==> config.mk <==
export PLATFORM = sky130hd
export DESIGN_NAME = bank_run_alloc
export DESIGN_NICKNAME = d
export VERILOG_FILES = /design/src/rtl/bank_alloc_pkg.sv /design/src/rtl/bank_run_finder.sv /design/src/rtl/slot_picker.sv /design/src/rtl/alloc_maps.sv /design/src/rtl/bank_run_alloc.sv
export SDC_FILE = /design/constraint.sdc
export NUM_CORES = 1
export LEC_CHECK = 0
export ABC_AREA = 1
export BUFFER_PORTS_ARGS = -buffer_cell sky130_fd_sc_hd__buf_2
export CORE_UTILIZATION = 55
export DETAILED_ROUTE_END_ITERATION = 10
export MAX_ROUTING_LAYER = met4
export PLACE_DENSITY = 0.73
export SKIP_CTS_REPAIR_TIMING = 1
export SLEW_MARGIN = 10
export SYNTH_ARGS = -nofsm -noshare
export SYNTH_HDL_FRONTEND = slang
export SYNTH_SLANG_ARGS = --single-unit
==> constraint.sdc <==
create_clock -name clk -period 2.94 [get_ports clk]
set_input_delay 0.294 -clock clk [delete_from_list [all_inputs] [get_ports clk]]
set_output_delay 0.294 -clock clk [all_outputs]
set_load 0.005 [all_outputs]
==> src/rtl/bank_alloc_pkg.sv <==
package bank_alloc_pkg;

    typedef enum logic [1:0] {
        ST_OK       = 2'd0,
        ST_LEN_ERR  = 2'd1,
        ST_NO_SLOT  = 2'd2,
        ST_NO_BUF   = 2'd3
    } alloc_status_e;

    typedef enum logic [1:0] {
        S_IDLE,
        S_COUNT,
        S_SEARCH,
        S_RESULT
    } alloc_state_e;

endpackage

==> src/rtl/bank_run_finder.sv <==
module bank_run_finder #(
    parameter int NB     = 4,
    parameter int NEED_W = 3
) (
    input  logic [NB-1:0]     busy,
    input  logic [NEED_W-1:0] need,
    output logic              found,
    output logic [NB-1:0]     mask
);
    logic [NB-1:0] ones;

    always_comb begin
        for (int i = 0; i < NB; i++) begin
            ones[i] = (i < int'(need));
        end
    end

    // lowest start position whose whole window is free
    always_comb begin
        found = 1'b0;
        mask  = '0;
        for (int s = 0; s < NB; s++) begin
            if (!found && (s + int'(need) <= NB) && (((ones << s) & busy) == '0)) begin
                found = 1'b1;
                mask  = ones << s;
            end
        end
    end
endmodule

==> src/rtl/slot_picker.sv <==
module slot_picker #(
    parameter int NS     = 4,
    parameter int SLOT_W = 2
) (
    input  logic [NS-1:0]     busy,
    output logic              found,
    output logic [SLOT_W-1:0] idx
);
    always_comb begin
        found = 1'b0;
        idx   = '0;
        for (int i = NS - 1; i >= 0; i--) begin
            if (!busy[i]) begin
                found = 1'b1;
                idx   = SLOT_W'(i);
            end
        end
    end
endmodule

==> src/rtl/alloc_maps.sv <==
module alloc_maps #(
    parameter int NB     = 4,
    parameter int NS     = 4,
    parameter int SLOT_W = 2
) (
    input  logic              clk,
    input  logic              rst_n,
    input  logic              free_req,
    input  logic [SLOT_W-1:0] free_slot,
    input  logic [NB-1:0]     free_mask,
    input  logic              take_en,
    input  logic [SLOT_W-1:0] take_slot,
    input  logic [NB-1:0]     take_mask,
    output logic [NB-1:0]     bank_busy,
    output logic [NS-1:0]     slot_busy,
    output logic [NB-1:0]     bank_view,
    output logic [NS-1:0]     slot_view
);
    logic [NS-1:0] free_oh;
    logic [NS-1:0] take_oh;

    // release is folded in before any reservation looks at the maps
    always_comb begin
        free_oh   = free_req ? (NS'(1) << free_slot) : '0;
        take_oh   = take_en  ? (NS'(1) << take_slot) : '0;
        bank_view = bank_busy & ~(free_req ? free_mask : '0);
        slot_view = slot_busy & ~free_oh;
    end

    always_ff @(posedge clk or negedge rst_n) begin
        if (!rst_n) begin
            bank_busy <= '0;
            slot_busy <= '0;
        end else begin
            bank_busy <= bank_view | (take_en ? take_mask : '0);
            slot_busy <= slot_view | take_oh;
        end
    end
endmodule

==> src/rtl/bank_run_alloc.sv <==
module bank_run_alloc
    import bank_alloc_pkg::*;
#(
    parameter int NUM_BANKS = 4,
    parameter int NUM_SLOTS = 4,
    parameter int LEN_W     = 13,
    parameter int SIZE_W    = 11,
    parameter int SLOT_W    = $clog2(NUM_SLOTS)
) (
    input  logic                 clk,
    input  logic                 rst_n,
    input  logic                 alloc_req,
    input  logic [LEN_W-1:0]     alloc_len,
    input  logic [SIZE_W-1:0]    bank_size,
    input  logic                 free_req,
    input  logic [SLOT_W-1:0]    free_slot,
    input  logic [NUM_BANKS-1:0] free_mask,
    output logic                 alloc_gnt,
    output logic [1:0]           alloc_status,
    output logic [SLOT_W-1:0]    alloc_slot,
    output logic [NUM_BANKS-1:0] alloc_mask,
    output logic                 alloc_full,
    output logic [NUM_BANKS-1:0] bank_busy,
    output logic [NUM_SLOTS-1:0] slot_busy
);
    localparam int NEED_W = $clog2(NUM_BANKS + 1);
    localparam int PROD_W = SIZE_W + NEED_W;
    localparam int CMP_W  = (LEN_W > PROD_W) ? LEN_W : PROD_W;

    alloc_state_e st, st_nx;

    logic [CMP_W-1:0]  len_ext, full_ext;
    logic [CMP_W-1:0]  rem_q, size_q;
    logic [NEED_W-1:0] need_q;
    logic              full_hit_q;
    logic              len_too_big;

    logic [NUM_BANKS-1:0] bank_view, run_mask;
    logic [NUM_SLOTS-1:0] slot_view;
    logic                 run_found, slot_found, take_en;
    logic [SLOT_W-1:0]    slot_idx;

    alloc_status_e        status_q;
    logic [SLOT_W-1:0]    slot_q;
    logic [NUM_BANKS-1:0] mask_q;
    logic                 full_q;

    assign len_ext     = CMP_W'(alloc_len);
    assign full_ext    = CMP_W'(bank_size) * CMP_W'(NUM_BANKS);
    assign len_too_big = len_ext > full_ext;
    assign take_en     = (st == S_SEARCH) && slot_found && run_found;

    alloc_maps #(
        .NB     (NUM_BANKS),
        .NS     (NUM_SLOTS),
        .SLOT_W (SLOT_W)
    ) u_maps (
        .clk       (clk),
        .rst_n     (rst_n),
        .free_req  (free_req),
        .free_slot (free_slot),
        .free_mask (free_mask),
        .take_en   (take_en),
        .take_slot (slot_idx),
        .take_mask (run_mask),
        .bank_busy (bank_busy),
        .slot_busy (slot_busy),
        .bank_view (bank_view),
        .slot_view (slot_view)
    );

    bank_run_finder #(
        .NB     (NUM_BANKS),
        .NEED_W (NEED_W)
    ) u_finder (
        .busy  (bank_view),
        .need  (need_q),
        .found (run_found),
        .mask  (run_mask)
    );

    slot_picker #(
        .NS     (NUM_SLOTS),
        .SLOT_W (SLOT_W)
    ) u_picker (
        .busy  (slot_view),
        .found (slot_found),
        .idx   (slot_idx)
    );

    // state register
    always_ff @(posedge clk or negedge rst_n) begin
        if (!rst_n) st <= S_IDLE;
        else        st <= st_nx;
    end

    // transitions
    always_comb begin
        st_nx = st;
        unique case (st)
            S_IDLE: begin
                if (alloc_req) begin
                    if (len_too_big)         st_nx = S_RESULT;
                    else if (len_ext == '0)  st_nx = S_SEARCH;
                    else                     st_nx = S_COUNT;
                end
            end
            S_COUNT:  if (rem_q <= size_q) st_nx = S_SEARCH;
            S_SEARCH: st_nx = S_RESULT;
            S_RESULT: st_nx = S_IDLE;
            default:  st_nx = S_IDLE;
        endcase
    end

    // working registers and registered results
    always_ff @(posedge clk or negedge rst_n) begin
        if (!rst_n) begin
            rem_q      <= '0;
            size_q     <= '0;
            need_q     <= '0;
            full_hit_q <= 1'b0;
            status_q   <= ST_OK;
            slot_q     <= '0;
            mask_q     <= '0;
            full_q     <= 1'b0;
        end else begin
            unique case (st)
                S_IDLE: begin
                    if (alloc_req) begin
                        rem_q      <= len_ext;
                        size_q     <= CMP_W'(bank_size);
                        need_q     <= '0;
                        full_hit_q <= (len_ext == full_ext) && (len_ext != '0);
                        if (len_too_big) begin
                            status_q <= ST_LEN_ERR;
                            slot_q   <= '0;
                            mask_q   <= '0;
                            full_q   <= 1'b0;
                        end
                    end
                end
                S_COUNT: begin
                    need_q <= need_q + NEED_W'(1);
                    if (rem_q > size_q) rem_q <= rem_q - size_q;
                end
                S_SEARCH: begin
                    if (!slot_found) begin
                        status_q <= ST_NO_SLOT;
                        slot_q   <= '0;
                        mask_q   <= '0;
                        full_q   <= 1'b0;
                    end else if (!run_found) begin
                        status_q <= ST_NO_BUF;
                        slot_q   <= '0;
                        mask_q   <= '0;
                        full_q   <= 1'b0;
                    end else begin
                        status_q <= ST_OK;
                        slot_q   <= slot_idx;
                        mask_q   <= run_mask;
                        full_q   <= full_hit_q;
                    end
                end
                S_RESULT: ;
                default:  ;
            endcase
        end
    end

    assign alloc_gnt    = (st == S_RESULT);
    assign alloc_status = status_q;
    assign alloc_slot   = slot_q;
    assign alloc_mask   = mask_q;
    assign alloc_full   = full_q;

endmodule

# [Word level (Yosys, flattened, before mapping)]
# Index checks and enable logic that the tools add are counted.
[totals] word_cells=124 inputBits=34 regBits=48 out_inout_bits=18
[classes] n_mux=50 n_reduce_logical=27 n_addsub=5 n_eq_ne=8 bitwise=10 n_lt_le_gt_ge=11 shift=2
[op_table] operator="less-or-equal comparator 32 x 4 -> 1 bit (second input constant)" count=3
[op_table] operator="two-way mux 4 bit" count=12
[op_table] operator="two-way mux 2 bit" count=16
[op_table] operator="two-way mux 14 bit" count=2
[op_table] operator="case mux 14 bit (2 select lines)" count=1
[op_table] operator="bitwise AND 4 bit" count=6
[op_table] operator="logical NOT 4 bit" count=4
[op_table] operator="> comparator 14 x 11 -> 1 bit" count=1
[op_table] operator="less-or-equal comparator 14 x 11 -> 1 bit" count=1
[op_table] operator="logical NOT 14 bit" count=1
[op_table] operator="nonzero test 14 bit" count=1
[op_table] operator="subtractor 14 x 11 -> 14 bit" count=1
[op_table] operator="equality test 13 bit" count=1
[op_table] operator="> comparator 13 bit" count=1
[op_table] operator="two-way mux 1 bit" count=12
[op_table] operator="logical AND 1 bit" count=10
[op_table] operator="adder 2 x 3 -> 4 bit (first input constant)" count=2
[op_table] operator="inequality test 2 bit (second input constant)" count=4
[op_table] operator="NOT 4 bit" count=2
[op_table] operator="bitwise OR 4 bit" count=2
[op_table] operator="case mux 2 bit (2 select lines)" count=2
[op_table] operator="case mux 2 bit (4 select lines)" count=1
[op_table] operator="case mux 4 bit (2 select lines)" count=1
[op_table] operator="<< shifter 1 x 2 -> 4 bit (first input constant)" count=2
[op_table] operator="15 further kinds" count=24

# [Logic depth before layout (Yosys ltp)]
# Gate-level depths: netlist (run 1).
[logic_depth] ltp_word=22 mapped_depth=14 ltp_nobuf=14

# [Hierarchy]
# Synthesis (run 1) repeated with hierarchy kept, for this count alone.
[hier_totals] hier_cells=576 hier_area_um2=3819.9
[by_module_without_submodules] mod="bank_run_alloc" seq_area_each_um2=1001.0 instances=1 cells_each=457 area_per_inst_um2=3054.2
[by_module_without_submodules] mod="alloc_maps" seq_area_each_um2=200.2 instances=1 cells_each=59 area_per_inst_um2=429.2
[by_module_without_submodules] mod="bank_run_finder" seq_area_each_um2=0.0 instances=1 cells_each=51 area_per_inst_um2=300.3
[by_module_without_submodules] mod="slot_picker" seq_area_each_um2=0.0 instances=1 cells_each=9 area_per_inst_um2=36.3

# [Worst setup path after synthesis (run 1)]
# No wires, ideal clock.
[synth_timing] path_kind="reg-to-reg" from="reg rem_q[0]" to="reg rem_q[11]" period_less_slack_ns=2.003 t_required_ns=2.824 path_buffers=1 arrival_ns=1.887 setup_time_ns=0.116 path_stages_with_launch=15 slack_ns=0.937 cell_sequence="dfrtp_1 inv_1 ha_1 fa_1 o21ai_2 nand2_2 nand2_2 nand2_2 nand2_4 nand2_4 nand2_1 nand2_2 buf_6 nand2_1 nand2_1"
[synth_between] elab_chain_len=3 elab_cells_between_ends=6 classes_between="add/sub (1); order compare (1); eq/ne (1); mux (2); reduce/logical (1)"
[synth_lines] item="start, declared" line_no="bank_run_alloc.sv:33" text="logic [CMP_W-1:0] rem_q, size_q;"
[synth_lines] item="start signal, assigned" line_no="bank_run_alloc.sv:130" text="rem_q <= len_ext;"
[synth_lines] item="start signal, assigned" line_no="bank_run_alloc.sv:144" text="if (rem_q > size_q) rem_q <= rem_q - size_q;"
[synth_lines] item="subtractor 14 x 11 -> 14 bit or > comparator 14 x 11 -> 1 bit (tied branches)" line_no="bank_run_alloc.sv:144"
[synth_lines] item="two-way mux 14 bit or inequality test 2 bit (tied branches)"
[synth_lines] item="case mux 14 bit (2 select lines) or AND reduction 3 bit (tied branches)"
# Several ways; a longest one is shown, not always the timed one. The select of a mux whose other input is x is not followed.
# A chain may end at the register's enable or synchronous reset.

# [Final worst setup path (run 1)]
[layout_timing] from="reg rem_q[0]" to="reg rem_q[6]"
# Same word-level chain as after synthesis.

==> flow_summary.yaml, run 1 <==
yosys:
  syn_avg_cell_area_um2: 6.734
  ys_ff_latch: 48
  yosys.cell_types.count: 41
  synth_top_area_cell: "dfrtp_1"
  ys_warn_count: 0
  synth_area_um2: 3664
  synth_top_area_share: 0.3279
  syn_inst: 544
  synth_area_leaders: "dfrtp_1, nand2_1, ha_1"
  ys_seq_area_frac: 0.3279
  synthesis.nets: 607
layout:
  drive_above_1_share: 0.1522
  diodes: 0
  fill_cells: 589
  syn2layout_area_growth_pct: 12.06
  finish.utilization: 0.6428
  nets: 660
  seqCellArea_um2: 1201
  multi_input_comb_area_um2: 2120
  post-route-cell-area_um2: 4105
route:
  first_pass_iters: 4
  num_vias: 3432
  avgRoutedWirePerCell_um: 12.50
  viasPerCell: 5.084
  ant_nets: 0
  drt_iter0_markers: 258
  drcViolationCount: 0
  drt-total-wl_mm: 8.440
power:
  power.share.clock: 0.104
  p_int_mw: 2.337
  switchingPower_mw: 2.469
  p_per_area_nw_per_um2: 1171
  switching_share: 0.5138
  sequentialPowerShare: 0.241
  power.total_mw: 4.806
  p_leak_nw: 2.359
  p_comb_frac: 0.655
  ir_drop_mv: 0.6160
timing:
  fmax_ghz: 0.4450
  fin_crit_ns: 2.247
  timing.final.crit_share: 0.7644
  rsz0062_at_grt: "false"
  hold_viol_final: 0
  whs_ns: 0.04438
  final_max_slew_viol_count: 0
  relSlewSlack: 0.5167
  fin_tns_setup_ns: 0
  fin_skew_ns: 0.01062
  setup_viol: 0
  worst_pin_slew_ns: 0.7249
clock_network:
  root_buffer: "clkbuf_8"
  cts.sinks: 48
  path_clk_slew_ns: 0.09
  cts_made_buffers: 5
  clockBufferDepth: 2
  cts_tree: "yes"
  clk_latency_ns: 0.30
  h-tree-depth: 2
placed_design:
  placed_cell_area_um2: 3984
  hpwl_mm: 6.836
  gp_congestion: 0.9494
  portBuffers: 51
global_routing:
  grt_pass1_wl_mm: 14.77
  grtUsageTotal: 0.2692
  grt_pass1_vias: 3243
  gr-total-overflow: 0
  grt_max_degree: 32
  antenna_found_initial: 0
floorplan:
  pin_count: 52
  core_area_um2: 6386
  chipWidth_um: 83.62
  start_util: 0.5737
  rows: 29
  die_h_um: 83.62
  die_area_um2: 6991
worst_setup_path:
  end_kind: "flop"
  crit_path_max_fanout: 13
  critPathKind: "flop to flop"
  reg2reg_depth: 12
  critPathArrivalTime_ns: 2.49
  crit_path_start_kind: "flop"
  required_ns: 3.18
status:
  outcome: "completed"
worst_hold_path:
  hold_class: "input pin to asynchronous set/reset pin"
run:
  cap_viol_max_count: 0
sequential cells by signal (all words and copies together), names as in the netlist:
signal	flops
rem_q	14
size_q	11
alloc_mask	4
u_maps.bank_busy	4
u_maps.slot_busy	4
need_q	3
alloc_slot	2
alloc_status	2
st	2
alloc_full	1
full_hit_q	1
per-stage QoR:
step                      cells  setup slack (ns)
after CTS                   675            0.6775
final                       675            0.6927
after floorplan             544            0.9370
after global routing        675            0.4538
after detailed placement    667            0.7442
after global placement      667            0.8248
final timing paths:
check	slack (ns)	endpoint	startpoint
max in group asynchronous	2.17	size_q[0]$_DFFE_PN0P_	rst_n
worst min register to register	0.48	alloc_mask[0]$_DFFE_PN0P_	alloc_mask[0]$_DFFE_PN0P_
worst max register to register	0.69	rem_q[6]$_DFFE_PN0P_	rem_q[0]$_DFFE_PN0P_
worst max-delay path	0.69	rem_q[6]$_DFFE_PN0P_	rem_q[0]$_DFFE_PN0P_
worst min-delay path	0.04	size_q[6]$_DFFE_PN0P_	rst_n
min in group clk	0.24	size_q[0]$_DFFE_PN0P_	bank_size[0]
layout make-up:
class	instances	share of cell area
tap	77	0.02347
clock buffer	6	0.02012
multi-input combinational	411	0.5163
inverter	77	0.07041
timing repair buffer	54	0.06766
sequential	48	0.2926
clock inverter	2	0.009448
power by group through the flow:
| stage | clock network [mW] | registers [mW] | logic [mW] |
|---|---|---|---|
| final | 0.501 | 1.16 | 3.15 |
| after global routing | 0.537 | 1.19 | 3.63 |
| after CTS | 0.517 | 1.16 | 3.14 |
| after detailed placement | 0 | 1.17 | 3.11 |
| after global placement | 0 | 1.16 | 3.06 |
| after floorplan | 0 | 1.13 | 2.44 |
routing by layer:
| layer | vias up | wire length [um] | global-route usage | part of all wire |
|---|---|---|---|---|
| met2 | 55 | 3653 | 0.4065 | 0.43 |
| li1 | 1813 | - | - | - |
| met5 | - | 0 | - | 0 |
| met3 | 10 | 330 | 0.03363 | 0.039 |
| met1 | 1554 | 4344 | 0.3871 | 0.51 |
| met4 | 0 | 112 | 0.06626 | 0.013 |
Yosys cell counts (all sizes together):
| cell | count |
|---|---|
| nand2 | 217 |
| inv | 76 |
| dfrtp | 48 |
| nand3 | 44 |
| nor2 | 42 |
| o21ai | 32 |
| ha | 28 |
| a21oi | 13 |
| or2 | 7 |
| nand4 | 6 |
| nor3 | 5 |
| buf | 4 |
| clkbuf | 4 |
| a21boi | 2 |
| o211ai | 2 |
| o21a | 2 |
| xnor2 | 2 |
| a21o | 1 |
| and2 | 1 |
| clkinv | 1 |
| fa | 1 |
| nand2b | 1 |
| nand3b | 1 |
| nor4 | 1 |
| o21bai | 1 |
| o31ai | 1 |
| xor2 | 1 |
cells by family (layout without fill, tap and decap cells):
family / count (synthesis) / after routing / share of synthesized area
fa+ha+maj: 29 / 29 / 0.1011
xor+xnor: 3 / 3 / 0.007173
flops: 48 / 48 / 0.3279
simple gates: 325 / 325 / 0.3822
compound gates: 54 / 54 / 0.08812
buf+inv: 85 / 139 / 0.09357
placed cells by master (no fill, tap or decap), drive strengths merged:
cell	n
ha	28
dfrtp	48
nand4	6
nor4	1
bufinv	1
nor3	5
a21oi	13
a21boi	2
o211ai	2
nand3b	1
fa	1
o31ai	1
clkinv	2
nand2	217
buf	54
inv	76
nand2b	1
or2	7
o21a	2
a21o	1
xnor2	2
nand3	44
xor2	1
nor2	42
o21bai	1
o21ai	32
and2	1
clkbuf	6
critical path: stages, from the launching register on:
cell and delay [ns]:
dfrtp_1 0.37, inv_1 0.05, ha_1 0.22, fa_1 0.44, o21ai_2 0.26, nand2_2 0.07, nand2_2 0.08, nand2_2 0.06
nand2_4 0.07, nand2_4 0.05, a21boi_4 0.32, nand2_1 0.10, nand2_1 0.08
Note: power is estimated with default switching activity, not from simulation.
==> run 2, diff against run 1 <==
--- a/config.mk
+++ b/config.mk
@@ -7,10 +7,10 @@
 export LEC_CHECK = 0
 export ABC_AREA = 1
 export BUFFER_PORTS_ARGS = -buffer_cell sky130_fd_sc_hd__buf_2
-export CORE_UTILIZATION = 55
+export CORE_UTILIZATION = 53
 export DETAILED_ROUTE_END_ITERATION = 10
 export MAX_ROUTING_LAYER = met4
-export PLACE_DENSITY = 0.73
+export PLACE_DENSITY = 0.74
 export SKIP_CTS_REPAIR_TIMING = 1
 export SLEW_MARGIN = 10
 export SYNTH_ARGS = -nofsm -noshare
==> constraint.sdc (replaced) <==
create_clock -name clk -period 2 [get_ports clk]
set_input_delay 0.2 -clock clk [delete_from_list [all_inputs] [get_ports clk]]
set_output_delay 0.2 -clock clk [all_outputs]
set_load 0.005 [all_outputs]
==> run 2 against run 1 <==
Cell count rose by 2.1%. Non-clock buffer count rose by 13. Total power up 57%. Maximum frequency rose by 16%. Sequential power increased by 47%. Combinational power rose by 65%. Sequential share of layout area is 0.97 points lower. Clock-buffer cell count is the same. Core utilization is 1.1 points higher. Critical path depth increased by 1. Critical endpoint is now rem_q[5]$_DFFE_PN0P_. Largest power group unchanged. Highest routed layer unchanged.
==> flow_summary.yaml, run 2 (synthesis results as in run 1) <==
layout:
  final_cell_mix: "nand2_1, inv_1, buf_2"
  post-route-cell-area_um2: 4247
  finish.utilization: 0.6538
  mostFrequentLayoutCell: "nand2_1"
  syn2layout_area_growth_pct: 15.92
  diodes: 0
  regMostFlops: "rem_q"
  top_regs: "rem_q x14, size_q x11"
  fin_cells: 689
  largest_reg_flops: 14
  nets: 674
  drive_above_1_share: 0.1863
global_routing:
  grt_pass1_wl_mm: 14.77
  gr-total-overflow: 0
  grt_pass1_vias: 3249
  antenna_found_initial: 0
  grt_max_degree: 23
  grtUsageTotal: 0.2655
power:
  p_leak_nw: 2.410
  switching_share: 0.5150
  switchingPower_mw: 3.875
  p_per_area_nw_per_um2: 1772
  power.share.clock: 0.083
  p_comb_frac: 0.689
  p_int_mw: 3.649
  power.total_mw: 7.524
  sequentialPowerShare: 0.228
  ir_drop_mv: 0.7969
timing:
  final_max_slew_viol_count: 0
  hold_viol_final: 0
  worst_pin_slew_ns: 0.4308
  rsz0062_at_grt: "true"
  layout_setup_ws_ns: 0.06714
  setup_viol: 0
  whs_ns: 0.1235
  fin_tns_setup_ns: 0
  relSlewSlack: 0.7128
  fin_skew_ns: 0.01163
  timing.final.crit_share: 0.9664
  fin_crit_ns: 1.933
  fmax_ghz: 0.5174
clock_network:
  cts_made_buffers: 5
  clockBufferDepth: 2
  cts.sinks: 48
  root_buffer: "clkbuf_8"
  h-tree-depth: 2
  clk_latency_ns: 0.30
  cts_tree: "yes"
  path_clk_slew_ns: 0.10
floorplan:
  pin_count: 52
  core_area_um2: 6495
  chipWidth_um: 85.14
  start_util: 0.5641
  die_h_um: 85.14
  die_area_um2: 7249
  rows: 29
worst_setup_path:
  crit_path_max_fanout: 13
  critPathArrivalTime_ns: 2.17
  crit_path_start_kind: "flop"
  end_kind: "flop"
  critPathKind: "flop to flop"
  required_ns: 2.24
placed_design:
  placed_cell_area_um2: 4086
  dp_slack_ns: -0.05455
  gp_congestion: 0.8861
  hpwl_mm: 7.171
  dpl.cell_count: 679
  portBuffers: 51
route:
  drcViolationCount: 0
  num_vias: 3567
  first_pass_iters: 5
  ant_nets: 0
  avgRoutedWirePerCell_um: 13.15
  drt_iter0_markers: 252
  drt-total-wl_mm: 9.057
  viasPerCell: 5.177
status:
  outcome: "completed"
worst_hold_path:
  hold_class: "input pin to flop"
run:
  cap_viol_max_count: 0
[run 2: changes by cell type in the layout (fill, tap and decap cells not counted), sizes merged]
cell | previous run | this run
buf | 54 | 66
clkinvlp | 0 | 2
bufinv | 1 | 0
clkinv | 2 | 1
dlygate4sd3 | 0 | 1
nand2 | 217 | 218
[run 2: metal layers]
layer | vias up | track usage | routed length, um
met1 | 1625 | 0.3768 | 4514
li1 | 1839 | - | -
met5 | - | - | 0
met2 | 89 | 0.4040 | 4027
met3 | 14 | 0.02821 | 382
met4 | 0 | 0.07550 | 133
[run 2: cell type report]
cell class / count / area, um^2
fill: 559 / 2248
multi-input combinational: 412 / 2172
sequential: 48 / 1201
timing repair buffer: 67 / 390.4
inverter: 77 / 289.0
tap: 77 / 96.34
clock buffer: 6 / 82.58
clock inverter: 2 / 15.01
[run 2: path summary, 6_finish.rpt]
path                                                   from                             to  slack (ns)  depth (start not counted)
worst max-delay path                   rem_q[0]$_DFFE_PN0P_           rem_q[5]$_DFFE_PN0P_        0.07                         13
max in group asynchronous                             rst_n  u_maps.slot_busy[3]$_DFF_PN0_        1.04                          3
worst min register to register  alloc_status[1]$_DFFE_PN0P_    alloc_status[1]$_DFFE_PN0P_        0.49                          2
worst max register to register         rem_q[0]$_DFFE_PN0P_           rem_q[5]$_DFFE_PN0P_        0.07                         13
min in group asynchronous                             rst_n          size_q[0]$_DFFE_PN0P_        0.36                          2
worst min-delay path                           bank_size[0]          size_q[0]$_DFFE_PN0P_        0.12                          3
[run 2: worst max-delay path, cell delays in order (launching register included)]
cell and delay (ns):
dfrtp_1 0.36, inv_1 0.05, ha_2 0.19, fa_2 0.37
o21ai_2 0.17, nand2_2 0.07, nand2_2 0.08, nand2_2 0.06
nand2_4 0.07, nand2_4 0.06, a21boi_4 0.15, buf_12 0.15
nand2_1 0.05, nand2_1 0.06
[run 2: power by group through the flow]
stage | logic (mW) | clock network, mW | registers (mW)
final | 5.19 | 0.625 | 1.71
after global routing | 5.82 | 0.664 | 1.76
after CTS | 4.97 | 0.636 | 1.69
after detailed placement | 4.93 | 0 | 1.71
after floorplan | 3.59 | 0 | 1.66
after global placement | 4.83 | 0 | 1.71
==> run 3, diff against run 2 <==
--- a/config.mk
+++ b/config.mk
@@ -7,10 +7,10 @@
 export LEC_CHECK = 0
 export ABC_AREA = 1
 export BUFFER_PORTS_ARGS = -buffer_cell sky130_fd_sc_hd__buf_2
-export CORE_UTILIZATION = 53
+export CORE_UTILIZATION = 25
 export DETAILED_ROUTE_END_ITERATION = 10
 export MAX_ROUTING_LAYER = met4
-export PLACE_DENSITY = 0.74
+export PLACE_DENSITY = 0.37
 export SKIP_CTS_REPAIR_TIMING = 1
 export SLEW_MARGIN = 10
 export SYNTH_ARGS = -nofsm -noshare
==> constraint.sdc (replaced) <==
create_clock -name clk -period 1.8 [get_ports clk]
set_input_delay 0.18 -clock clk [delete_from_list [all_inputs] [get_ports clk]]
set_output_delay 0.18 -clock clk [all_outputs]
set_load 0.005 [all_outputs]
==> run 3 against run 2 <==
The run now ends with setup timing left. Highest routed layer unchanged. Routed wire length is 22% higher. Cell count up 21%. Core utilization is 31 points lower.
==> flow_summary.yaml, run 3 (synthesis results as in run 1) <==
clock_network:
  root_buffer: "clkbuf_16"
  path_clk_slew_ns: 0.07
  clk_latency_ns: 0.31
  h-tree-depth: 2
  cts_made_buffers: 5
  cts.sinks: 48
  cts_tree: "yes"
  clockBufferDepth: 2
placed_design:
  gp_congestion: 0.8231
  portBuffers: 51
  hpwl_mm: 8.749
  dp_slack_ns: -0.2259
route:
  drcViolationCount: 0
  first_pass_iters: 5
  drt-total-wl_mm: 11.09
  drt_iter0_markers: 150
  avgRoutedWirePerCell_um: 13.25
  viasPerCell: 4.332
  num_vias: 3626
  ant_nets: 0
timing:
  fin_crit_ns: 2.004
  layout_setup_ws_ns: -0.2041
  fin_skew_ns: 0.004580
  final_max_slew_viol_count: 0
  rsz0062_at_grt: "true"
  hold_viol_final: 0
  relSlewSlack: 0.7767
  worst_pin_slew_ns: 0.3314
  fmax_ghz: 0.4990
  fin_tns_setup_ns: -2.612
  setup_viol: 16
  timing.final.crit_share: 1.113
worst_setup_path:
  end_kind: "flop"
  critPathArrivalTime_ns: 2.25
  critPathKind: "flop to flop"
  crit_path_start_kind: "flop"
  required_ns: 2.05
  crit_path_max_fanout: 13
global_routing:
  antenna_found_initial: 0
  grtUsageTotal: 0.1635
  gr-total-overflow: 0
  grt_pass1_vias: 3527
  grt_pass1_wl_mm: 18.17
  grt_max_degree: 46
floorplan:
  start_util: 0.2599
  die_area_um2: 15140
  core_area_um2: 14100
  chipWidth_um: 123.1
  pin_count: 52
  rows: 43
  die_h_um: 123.1
layout:
  top_regs: "rem_q x14, size_q x11"
  final_cell_mix: "nand2_1, inv_1, buf_4"
  drive_above_1_share: 0.2679
  diodes: 0
  largest_reg_flops: 14
  nets: 719
  syn2layout_area_growth_pct: 33.57
  regMostFlops: "rem_q"
  mostFrequentLayoutCell: "nand2_1"
  fill_cells: 1580
run:
  cap_viol_max_count: 0
power:
  ir_drop_mv: 0.5468
  p_per_area_nw_per_um2: 2019
  power.total_mw: 9.880
  p_leak_nw: 2.680
status:
  outcome: "finished with violations"
  violations: "setup timing"
worst_hold_path:
  hold_class: "input pin to flop"
==> run 3: changes by cell type in the layout (fill, tap and decap cells not counted), sizes merged <==
cell,delta
buf,+46
nand2,-1
==> run 3: metrics by stage <==
stage / hold slack, ns / cells / area (um^2) / util
final: 0.09598 / 837 / 4893 / 0.3472
after global routing: 0.1258 / 837 / 4893 / 0.3472
after CTS: -0.3259 / 831 / 4742 / 0.3364
after detailed placement: 0.004278 / 823 / 4588 / 0.3255
after global placement: 0.003377 / 823 / 4588 / 0.3255
after floorplan: -0.1156 / 544 / 3679 / -
==> run 3: area by class of cell <==
class                      count  area, um^2  area share
multi-input combinational    411        2236      0.4569
sequential                    48        1204      0.2460
timing repair buffer         113       785.8      0.1606
inverter                      77       289.0     0.05906
tap                          180       225.2     0.04602
clock buffer                   6       138.9     0.02838
clock inverter                 2       15.01    0.003068
==> run 3: critical path, cell delays in order (launching register included) <==
cell and delay [ns]:
dfrtp_1 0.40, ha_2 0.20, fa_2 0.38, o21ai_4 0.15
nand2_2 0.06, nand2_2 0.08, nand2_2 0.08, nand2_4 0.08
nand2_4 0.06, a21boi_4 0.15, buf_12 0.16, nand2_1 0.09
nand2_1 0.06
==> run 3: final timing paths <==
| kind | start | to | slack [ns] | depth (start not counted) |
|---|---|---|---|---|
| min in group asynchronous | rst_n | size_q[7]$_DFFE_PN0P_ | 0.22 | 2 |
| worst min register to register | alloc_slot[1]$_DFFE_PN0P_ | alloc_slot[1]$_DFFE_PN0P_ | 0.48 | 2 |
| max in group asynchronous | rst_n | need_q[1]$_DFFE_PN0P_ | 1.09 | 3 |
| worst max register to register | size_q[0]$_DFFE_PN0P_ | rem_q[9]$_DFFE_PN0P_ | -0.20 | 12 |
| worst max-delay path | size_q[0]$_DFFE_PN0P_ | rem_q[9]$_DFFE_PN0P_ | -0.20 | 12 |
| worst min-delay path | bank_size[0] | size_q[0]$_DFFE_PN0P_ | 0.1 | 3 |
==> run 3: report_power, final <==
| part | total [mW] | internal [mW] | switching, mW |
|---|---|---|---|
| sequential | 1.89 | 1.56 | 0.326 |
| clock | 1.02 | 0.554 | 0.465 |
| combinational | 6.97 | 3.07 | 3.91 |
| total | 9.88 | 5.18 | 4.70 |
==> run 3: per-layer routing <==
metal  up-vias  wire [um]  GRT usage
li1       1934          -          -
met3         8        259    0.01937
met5         -          0          -
met4         0        148    0.05196
met2        44       4798     0.2402
met1      1640       5884     0.2327
